==> config.mk <==
export PLATFORM = sky130hd
export DESIGN_NAME = cap_timer
export DESIGN_NICKNAME = d
export VERILOG_FILES = /design/src/rtl/cap_timer.sv
export SDC_FILE = /design/constraint.sdc
export NUM_CORES = 1
export LEC_CHECK = 0
export BUFFER_PORTS_ARGS = -buffer_cell sky130_fd_sc_hd__buf_4
export CAP_MARGIN = 20
export CORE_UTILIZATION = 54
export CTS_CLUSTER_SIZE = 24
export DETAILED_ROUTE_END_ITERATION = 16
export MAX_ROUTING_LAYER = met4
export PLACE_DENSITY = 0.75
export SLEW_MARGIN = 20
export SYNTH_ARGS = -nofsm -noshare
export SYNTH_HDL_FRONTEND = slang
export SYNTH_SLANG_ARGS = --single-unit
==> constraint.sdc <==
create_clock -name clk -period 3.7 [get_ports clk]
set_input_delay 0 -clock clk [delete_from_list [all_inputs] [get_ports clk]]
set_output_delay 0 -clock clk [all_outputs]
set_load 0.02 [all_outputs]
==> src/rtl/cap_timer.sv <==
module cap_timer #(
  parameter int DW = 32
) (
  input  logic          clk,
  input  logic          rst_n,
  input  logic [1:0]    reg_addr,
  input  logic          reg_we,
  input  logic [DW-1:0] reg_wdata,
  output logic [DW-1:0] reg_rdata,
  input  logic          cap_trig,
  output logic          irq
);
  localparam int B_CAP  = 0;
  localparam int B_DOWN = 1;
  localparam int B_ARL  = 2;
  localparam int B_LD   = 3;
  localparam int B_IEN  = 4;
  localparam int B_RUN  = 5;
  localparam int B_FLAG = 23;
  localparam int NCTL   = 6;

  logic [NCTL-1:0] ctl_q;
  logic [DW-1:0]   pre_q, cnt_q;
  logic            flag_q;
  logic [2:0]      sync_q;

  wire wr_ctl   = reg_we && reg_addr == 2'd0;
  wire wr_pre   = reg_we && reg_addr == 2'd1;
  wire running  = ctl_q[B_RUN];
  wire at_term  = ctl_q[B_DOWN] ? (cnt_q == '0) : (cnt_q == '1);
  wire gen_roll = running && !ctl_q[B_CAP] && !ctl_q[B_LD] && at_term;
  wire trig_rise = sync_q[1] && !sync_q[2];
  wire cap_hit  = running && ctl_q[B_CAP] && trig_rise;

  always_ff @(posedge clk) begin
    if (!rst_n) sync_q <= '0;
    else        sync_q <= {sync_q[1:0], cap_trig};
  end

  always_ff @(posedge clk) begin
    if (!rst_n) begin
      ctl_q <= '0;
    end else begin
      if (wr_ctl) ctl_q <= reg_wdata[NCTL-1:0];
      if (gen_roll && !ctl_q[B_ARL]) ctl_q[B_RUN] <= 1'b0;
    end
  end

  always_ff @(posedge clk) begin
    if (!rst_n)       pre_q <= '0;
    else if (cap_hit) pre_q <= cnt_q;
    else if (wr_pre)  pre_q <= reg_wdata;
  end

  always_ff @(posedge clk) begin
    if (!rst_n) begin
      cnt_q <= '0;
    end else if (ctl_q[B_LD]) begin
      cnt_q <= pre_q;
    end else if (running) begin
      if (gen_roll) begin
        if (ctl_q[B_ARL]) cnt_q <= pre_q;
      end else begin
        cnt_q <= ctl_q[B_DOWN] ? cnt_q - 1'b1 : cnt_q + 1'b1;
      end
    end
  end

  always_ff @(posedge clk) begin
    if (!rst_n)                           flag_q <= 1'b0;
    else if (gen_roll || cap_hit)         flag_q <= 1'b1;
    else if (wr_ctl && reg_wdata[B_FLAG]) flag_q <= 1'b0;
  end

  assign irq = flag_q && ctl_q[B_IEN];

  always_comb begin
    reg_rdata = '0;
    case (reg_addr)
      2'd0: begin
        reg_rdata[NCTL-1:0] = ctl_q;
        reg_rdata[B_FLAG]   = flag_q;
      end
      2'd1:    reg_rdata = pre_q;
      2'd2:    reg_rdata = cnt_q;
      default: reg_rdata = '0;
    endcase
  end
endmodule

Word level (Yosys, flattened, before mapping)
Cells that the tools add are included.
Word-level totals
  register bits after elaboration: 74
  input bits: 38
  output and inout port bits: 33
  logic and storage cells: 50
Cells by class
  add/subtract/negate cells: 2
  equal/unequal tests: 4
  multiplexer cells: 14
  bitwise operators: 1
  reductions and logical operators: 23
Operators by type and width (number)
  $mux W32: 7
  $pmux W17 S2: 1
  $add A32 B1 Y32 const B: 1
  $eq A32 B32 Y1 const B: 1
  $logic_not A32 Y1: 1
  $sub A32 B1 Y32 const B: 1
  $pmux W6 S3: 1
  $pmux W8 S2: 1
  $logic_and A1 B1 Y1: 11
  $reduce_bool A2 Y1: 3
  $logic_not A1 Y1: 4
  $mux W1: 3
  $ne A3 B3 Y1 const B: 1
  $pmux W1 S3: 1
  $eq A2 B1 Y1 const B: 1
  $eq A2 B2 Y1 const B: 1
  $logic_not A2 Y1: 1
  $reduce_and A2 Y1: 1
  $reduce_or A2 Y1: 1
  $logic_or A1 B1 Y1: 1
  $not A1 Y1: 1

Logic depth before layout (Yosys ltp)
Gate-level depths: netlist of run 1.
  depth in word-level cells: 7
  gate-level depth with buffers: 11
  gate-level depth less buffers: 9

Least setup slack after synthesis of run 1
OpenSTA, ideal clock, no wires.
  kind: reg-to-reg
  from: register ctl_q[1]
  to: register cnt_q[31]
  library setup time: 120 ps
  arrival: 2969 ps
  required time: 3580 ps
  slack: 611 ps
  stages on the path, launching flop included: 10
  buffers on the path: 0
  period minus slack after synthesis: 3089 ps
  cell sequence: dfxtp_1 -> ha_1 -> a22o_1 -> nor3_1 -> nand3_1 -> o211a_1 -> o221ai_2 -> o221ai_1 -> and4_1 -> o31a_1
Between the ends
  word-level cells in the longest chain between the ends: 5
  elaborated cells on any way between the ends: 8
  those cells by class: eq/ne (1); mux (5); reduce/logical (2)
Ends and longest elaborated chain
  start, declared: RTL line 22  | logic [NCTL-1:0] ctl_q;
  start signal, assigned: RTL line 44  | if (wr_ctl) ctl_q <= reg_wdata[NCTL-1:0];
  $mux W1: RTL line 30  | wire at_term = ctl_q[B_DOWN] ? (cnt_q == '0) : (cnt_q == '1);
  $logic_and A1 B1 Y1: RTL line 31  | wire gen_roll = running && !ctl_q[B_CAP] && !ctl_q[B_LD] && at_term;
  $mux W32: RTL line 61  | if (gen_roll) begin
  $mux W32: RTL line 60  | end else if (running) begin
  $mux W32: RTL line 58  | end else if (ctl_q[B_LD]) begin
  end signal, assigned: RTL line 59  | cnt_q <= pre_q;
  end signal, assigned: RTL line 62  | if (ctl_q[B_ARL]) cnt_q <= pre_q;
  end signal, assigned: RTL line 64  | cnt_q <= ctl_q[B_DOWN] ? cnt_q - 1'b1 : cnt_q + 1'b1;
  end, declared: RTL line 23  | logic [DW-1:0] pre_q, cnt_q;
Parallel ways exist; a longest one is shown, timed or not. The select of a mux whose other input is x is not followed.
A chain may end at the register's enable or synchronous reset.

Worst setup path after layout of run 1
  from: register ctl_q[1]
  to: register cnt_q[30]
The elaborated chain is that of the path after synthesis.

==> results.tsv, run 1 <==
metric	value	unit
run_status	completed	
cts_max_level	3	
synth.cells.most_frequent	sky130_fd_sc_hd__nand2_1 (94), sky130_fd_sc_hd__dfxtp_1 (74), sky130_fd_sc_hd__nor2_1 (72)	
worst_r2r_endpoint	cnt_q[30]$_SDFFE_PN0P_	
dr_total_vias	6177	
route.detailed.vias_per_inst	6.468	
holdBufCountCts	33	
hold_slack	30.77	ps
finalSetupViolCount	0	
synth_cells	740	
synthMostInstantiatedCell	sky130_fd_sc_hd__nand2_1	
fmax	340.2	MHz
min-delay-start	rst_n	
ys_top_cells_by_area	sky130_fd_sc_hd__dfxtp_1 (26%), sky130_fd_sc_hd__ha_1 (7.6%), sky130_fd_sc_hd__nand2_1 (6.3%)	
yosysWarnings	0	
first_global_vias	5887	
syn-num-nets	813	
post-route-cell-area	6716	um2
yosysUniqueCellTypes	74	
ir_drop	0.3923	mV
postPlaceCellArea	6168	um2
worstSkewPairLatency	380	ps
rows	36	
layout-drive-gt1-share	0.1460	
p_total	2.018	mW
clockRootBuffer	sky130_fd_sc_hd__clkbuf_8	
setup_repair_after_global_routing_missed_its_margin	no	
drt.antenna.violating_nets	0	
rr_worst_depth	10	
met3_usage	0.06579	
routed_wirelength	17950	um
synth.ff_latch_count	74	
groute.usage.overall	0.3460	
place.port_buffers	70	
crit_path_max_fanout	18	
grt_pass1_wl	29290	um
cts_sinks	74	
cts_max_path_buffers	2	
crit-reg2reg-launch	ctl_q[1]$_SDFFE_PN0P_	
initial_utilization	0.5660	
grt.met2_usage	0.5657	
number_of_max_capacitance_violations_reported	0	
finalCritPeriodShare	0.7946	
dp_hpwl	12100	um
top_level_ports	71	
drt_first_pass_iters	7	
final_nets	890	
number_of_resized_instances_in_the_post_cts_repair_step	0	
height_of_the_die	103.9	um
crit_arrival	3190	ps
relSlewSlack	0.2849	
timing_worst_setup_path_type	reg -> reg	
met1_routing_resource_usage_after_global_routing	0.4315	
post-cts-setup-buffer-count	0	
routed_wire_length_per_instance	18.80	um
largest_net_degree_at_the_start_of_global_routing	66	
cp_data_required_time	3950	ps
clock_transition_at_the_registers_of_the_reported_paths	80	ps
leakagePower	2.703	nW
routabilityCongestion	0.9565	
clock_tree_from_tritoncts	yes	
async_reset_ff_frac	0	
worstMarginPinSlew	1071	ps
antenna_cells_inserted	0	
drtIter0Drc	621	
synth_area_per_cell	7.580	um2
synthToLayoutAreaGrowth	19.74	%
dieWidth	103.9	um
floorplan.die_area	10800	um2
hold_path_class	in -> reg	
timing.critical_path.to_type	register	
critical_path.startpoint_type	register	
antenna_found_initial	0	
syn-cell-area	5609	um2
yosys_most_used_dff	sky130_fd_sc_hd__dfxtp_1	
r2r_setup_slack	760	ps
period_minus_slack	2940	ps
synth_seq_area_share	0.2641	
synth-edff-count	0	
route.detailed.drc	0	
final.setup_skew	10.41	ps
numCtsBuffers	9	
overflow	0	
synth_top_area_frac	0.2641	
count_of_endpoints_failing_hold_in_the_final_timing_report	0	
grt.busiest_layer	met2	
slew_viol_final	0	
yosys.area.top_type	sky130_fd_sc_hd__dfxtp_1	
fp.coreArea	9910	um2
min_delay_worst_endpoint	cnt_q[31]$_SDFFE_PN0P_	
power_density	300.4	nW/um2
final.setup.tns	0	ps
number_of_instances_on_the_worst_hold_path	2	
[layout by cell type, fill, tap and decap left out, types with 9 or more instances in the layout]
cell type,instances
sky130_fd_sc_hd__nand4_1,9
sky130_fd_sc_hd__o21ai_0,35
sky130_fd_sc_hd__nor2b_1,29
sky130_fd_sc_hd__a21oi_1,56
sky130_fd_sc_hd__a21o_1,11
sky130_fd_sc_hd__a22oi_1,25
sky130_fd_sc_hd__dfxtp_1,74
sky130_fd_sc_hd__buf_4,82
sky130_fd_sc_hd__inv_1,11
sky130_fd_sc_hd__a311oi_1,34
sky130_fd_sc_hd__dlygate4sd3_1,33
sky130_fd_sc_hd__ha_1,33
sky130_fd_sc_hd__nor2_1,72
sky130_fd_sc_hd__nor3_1,10
sky130_fd_sc_hd__nand2_1,94
sky130_fd_sc_hd__nor4_1,10
sky130_fd_sc_hd__xnor2_1,10
sky130_fd_sc_hd__nand3_1,51
sky130_fd_sc_hd__a31oi_1,14
sky130_fd_sc_hd__clkbuf_8,9
[flip-flops by register name (all words and copies together), names as in the netlist]
name / flops
ctl_q: 6
cnt_q: 32
flag_q: 1
pre_q: 32
sync_q: 3
[how the worst max path moves through the flow]
stage	depth (start not counted)	end	slack (ps)	start
final	10	cnt_q[30]$_SDFFE_PN0P_	760	ctl_q[1]$_SDFFE_PN0P_
after global placement	10	cnt_q[31]$_SDFFE_PN0P_	920	ctl_q[1]$_SDFFE_PN0P_
after floorplan	9	cnt_q[31]$_SDFFE_PN0P_	610	ctl_q[1]$_SDFFE_PN0P_
after detailed placement	10	cnt_q[30]$_SDFFE_PN0P_	860	ctl_q[1]$_SDFFE_PN0P_
after global routing	9	cnt_q[30]$_SDFFE_PN0P_	460	ctl_q[1]$_SDFFE_PN0P_
after CTS	10	cnt_q[30]$_SDFFE_PN0P_	830	ctl_q[1]$_SDFFE_PN0P_
[routing by layer]
layer	vias up	routed length, um	part of all wire
met5	-	0	0
met1	2909	7710	0.43
met4	0	407	0.023
met3	31	1243	0.069
met2	286	8594	0.48
li1	2951	-	-
[kinds of logic after synthesis]
group | count (synthesis) | synth area share
buf+inv | 61 | 0.04929
flops | 74 | 0.2641
simple gates | 309 | 0.2704
fa+ha+maj | 35 | 0.07941
mux | 5 | 0.008923
xor+xnor | 18 | 0.02811
compound gates | 238 | 0.2998
[per-stage QoR]
step | utilization | setup slack (ps) | std cells
3_3_place_gp | 0.6225 | 919.2 | 906
4_1_cts | 0.6778 | 826.5 | 955
2_1_floorplan | - | 610.9 | 740
5_1_grt | 0.6778 | 456.2 | 955
3_5_place_dp | 0.6225 | 855.6 | 906
6_report | 0.6778 | 760.2 | 955
[layout make-up]
class                      count  area [um2]
clock buffer                   9       123.9
clock inverter                 7       93.84
fill                         877        3193
inverter                      12       45.04
multi-input combinational    605        3860
sequential                    74        1481
tap                          133       166.4
timing repair buffer         115       945.9
[critical path, cell delays in order, from the launching register on]
cell and delay, ps:
sky130_fd_sc_hd__dfxtp_1 310, sky130_fd_sc_hd__buf_4 210, sky130_fd_sc_hd__ha_1 390, sky130_fd_sc_hd__a21o_1 170, sky130_fd_sc_hd__a31oi_1 160, sky130_fd_sc_hd__nor4_1 450
sky130_fd_sc_hd__o211a_1 250, sky130_fd_sc_hd__o21ai_1 130, sky130_fd_sc_hd__o31ai_1 380, sky130_fd_sc_hd__mux2i_1 300, sky130_fd_sc_hd__a21oi_2 80
[where the power goes]
part / internal [mW] / switching, mW / leakage (nW)
Clock: 0.378 / 0.336 / 0.105
Sequential: 0.833 / 0.0532 / 0.602
Combinational: 0.178 / 0.240 / 2.00
No activity file was read; power rests on OpenSTA's default activity.
==> run 2, diff against run 1 <==
--- a/config.mk
+++ b/config.mk
@@ -11,7 +11,7 @@
 export CTS_CLUSTER_SIZE = 24
 export DETAILED_ROUTE_END_ITERATION = 16
 export MAX_ROUTING_LAYER = met4
-export PLACE_DENSITY = 0.75
+export PLACE_DENSITY = 0.78
 export SLEW_MARGIN = 20
 export SYNTH_ARGS = -nofsm -noshare
 export SYNTH_HDL_FRONTEND = slang
==> constraint.sdc (replaced) <==
create_clock -name clk -period 2.7 [get_ports clk]
set_input_delay 0 -clock clk [delete_from_list [all_inputs] [get_ports clk]]
set_output_delay 0 -clock clk [all_outputs]
set_load 0.02 [all_outputs]
==> results.tsv, run 2 (synthesis results as in run 1) <==
metric	value	unit	change
cts_max_path_buffers	2		unchanged
largest_net_degree_at_the_start_of_global_routing	66		unchanged
finalCritPeriodShare	0.9773		+0.1827
worstSkewPairLatency	360	ps	-20 ps
antenna_found_initial	0		unchanged
route.detailed.drc	0		unchanged
period_minus_slack	2639	ps	-301.2 ps
drtIter0Drc	616		-0.81%
worstMarginPinSlew	1069	ps	-2.257 ps
dp_hpwl	12240	um	+1.1%
layout-drive-gt1-share	0.2189		+0.07287
ir_drop	0.3048	mV	-22%
post-route-util	0.7371		+0.05934
crit_path_max_fanout	10		-8
dr_total_vias	6487		+5.0%
synthToLayoutAreaGrowth	30.23	%	
groute.usage.overall	0.3555		+0.009492
rows	36		unchanged
crit_arrival	2900	ps	-290 ps
slew_viol_final	0		unchanged
clockRootBuffer	sky130_fd_sc_hd__clkbuf_8		
numCtsBuffers	9		unchanged
layout_commonest_cell	sky130_fd_sc_hd__buf_4		
fmax	379.0	MHz	+11%
first_global_vias	6023		+2.3%
cts_sinks	74		unchanged
mostFrequentLayoutCells	sky130_fd_sc_hd__buf_4 (113), sky130_fd_sc_hd__nand2_1 (94), sky130_fd_sc_hd__dfxtp_1 (73)		
place.port_buffers	70		unchanged
final_nets	927		+4.2%
number_of_max_capacitance_violations_reported	0		unchanged
hold_path_class	in -> reg		
relSlewSlack	0.2864		+0.001507
route.detailed.vias_per_inst	6.539		+1.1%
timing_worst_setup_path_type	reg -> reg		
drt.antenna.violating_nets	0		unchanged
leakagePower	2.939	nW	+8.7%
overflow	0		unchanged
clock_transition_at_the_registers_of_the_reported_paths	90	ps	about the same
finalSetupViolCount	0		unchanged
timing.critical_path.to_type	register		
initial_utilization	0.5660		unchanged
count_of_endpoints_failing_hold_in_the_final_timing_report	0		unchanged
grt_pass1_wl	30440	um	+3.9%
cp_data_required_time	2960	ps	-990 ps
dieWidth	103.9	um	unchanged
final.setup_skew	13.12	ps	+2.708 ps
routed_wirelength	19010	um	+5.9%
antenna_cells_inserted	0		unchanged
power_density	388.9	nW/um2	+29%
routabilityCongestion	0.9550		-0.16%
nFillCells	774		-12%
dpl_worst_slack	-76.83	ps	-932.4 ps
clock_tree_from_tritoncts	yes		
fp.coreArea	9910	um2	unchanged
height_of_the_die	103.9	um	unchanged
routed_wire_length_per_instance	19.16	um	+1.9%
critical_path.startpoint_type	register		
cts_max_level	3		unchanged
reg.largest.list	cnt_q x32, pre_q x32, ctl_q x6		
top_level_ports	71		unchanged
floorplan.die_area	10800	um2	unchanged
run_status	completed		
setup_ws	61.33	ps	-698.8 ps
drt_first_pass_iters	5		-2
[run 2: cell types whose count changed in the layout (fill, tap and decap cells not counted), moves of 3 or more]
cell	previous run	this run
sky130_fd_sc_hd__buf_4	82	113
sky130_fd_sc_hd__ha_1	33	25
sky130_fd_sc_hd__ha_4	0	5
sky130_fd_sc_hd__o21ai_0	35	30
sky130_fd_sc_hd__ha_2	1	4
sky130_fd_sc_hd__nor3_2	0	3
sky130_fd_sc_hd__nor4_4	0	3
sky130_fd_sc_hd__o21ai_2	0	3
[run 2: worst paths after layout]
kind                          start                endpoint  slack, ps  cells after the start
min                           rst_n  cnt_q[31]$_SDFFE_PN0P_         30                      2
max          cnt_q[16]$_SDFFE_PN0P_  cnt_q[31]$_SDFFE_PN0P_         60                      9
min reg2reg    sync_q[0]$_SDFF_PN0_    sync_q[1]$_SDFF_PN0_        440                      1
max reg2reg  cnt_q[16]$_SDFFE_PN0P_  cnt_q[31]$_SDFFE_PN0P_         60                      9
[run 2: cell type report]
class	count	area [um2]	area share
clock buffer	11	162.7	0.02227
timing repair buffer	151	1256	0.1720
multi-input combinational	606	4129	0.5653
clock inverter	5	60.06	0.008222
sequential	74	1485	0.2033
inverter	12	45.04	0.006166
tap	133	166.4	0.02278
[run 2: critical path, stage by stage (launching register included)]
cell                      delay [ps]
sky130_fd_sc_hd__dfxtp_1         390
sky130_fd_sc_hd__nor4_1          370
sky130_fd_sc_hd__buf_4           190
sky130_fd_sc_hd__nand4_1         240
sky130_fd_sc_hd__or3_4           430
sky130_fd_sc_hd__nand2_1          80
sky130_fd_sc_hd__nor2_1          140
sky130_fd_sc_hd__buf_4           230
sky130_fd_sc_hd__and4_1          190
sky130_fd_sc_hd__o31a_1          290
[run 2: repair_timing]
| action | CTS | global route |
|---|---|---|
| hold endpoints to repair | 39 | 0 |
| hold buffers | 33 | 0 |
| gates cloned | 1 | 0 |
| resized for setup | 6 | 46 |
| endpoints found under the setup margin | 5 | 25 |
| buffers inserted | 1 | 5 |
| pin swaps | 1 | 19 |
[run 2: metal layers]
metal / share of wire / vias up / track usage
met5: 0 / - / -
met4: 0.030 / 0 / 0.1306
met3: 0.089 / 52 / 0.05451
met2: 0.47 / 358 / 0.5643
met1: 0.41 / 3070 / 0.4580
li1: - / 3007 / -
[run 2: through the flow]
step                      setup TNS [ps]  cell area (um2)  power, mW  hold slack, ps  std cells
after CTS                         -20.03             7022      2.792           14.13        987
final                                  0             7305      2.841           27.14        992
after floorplan                        0             5613      1.581           127.3        740
after global routing              -206.7             7305      2.941           29.88        992
after detailed placement          -91.40             6422      1.796           222.9        936
after global placement                 0             6422      1.778           213.5        936
[run 2: where the power goes]
group / internal [mW] / switching (mW) / leakage, nW
clock: 0.508 / 0.466 / 0.0989
sequential: 1.14 / 0.0713 / 0.603
combinational: 0.289 / 0.366 / 2.24
total: 1.94 / 0.903 / 2.94
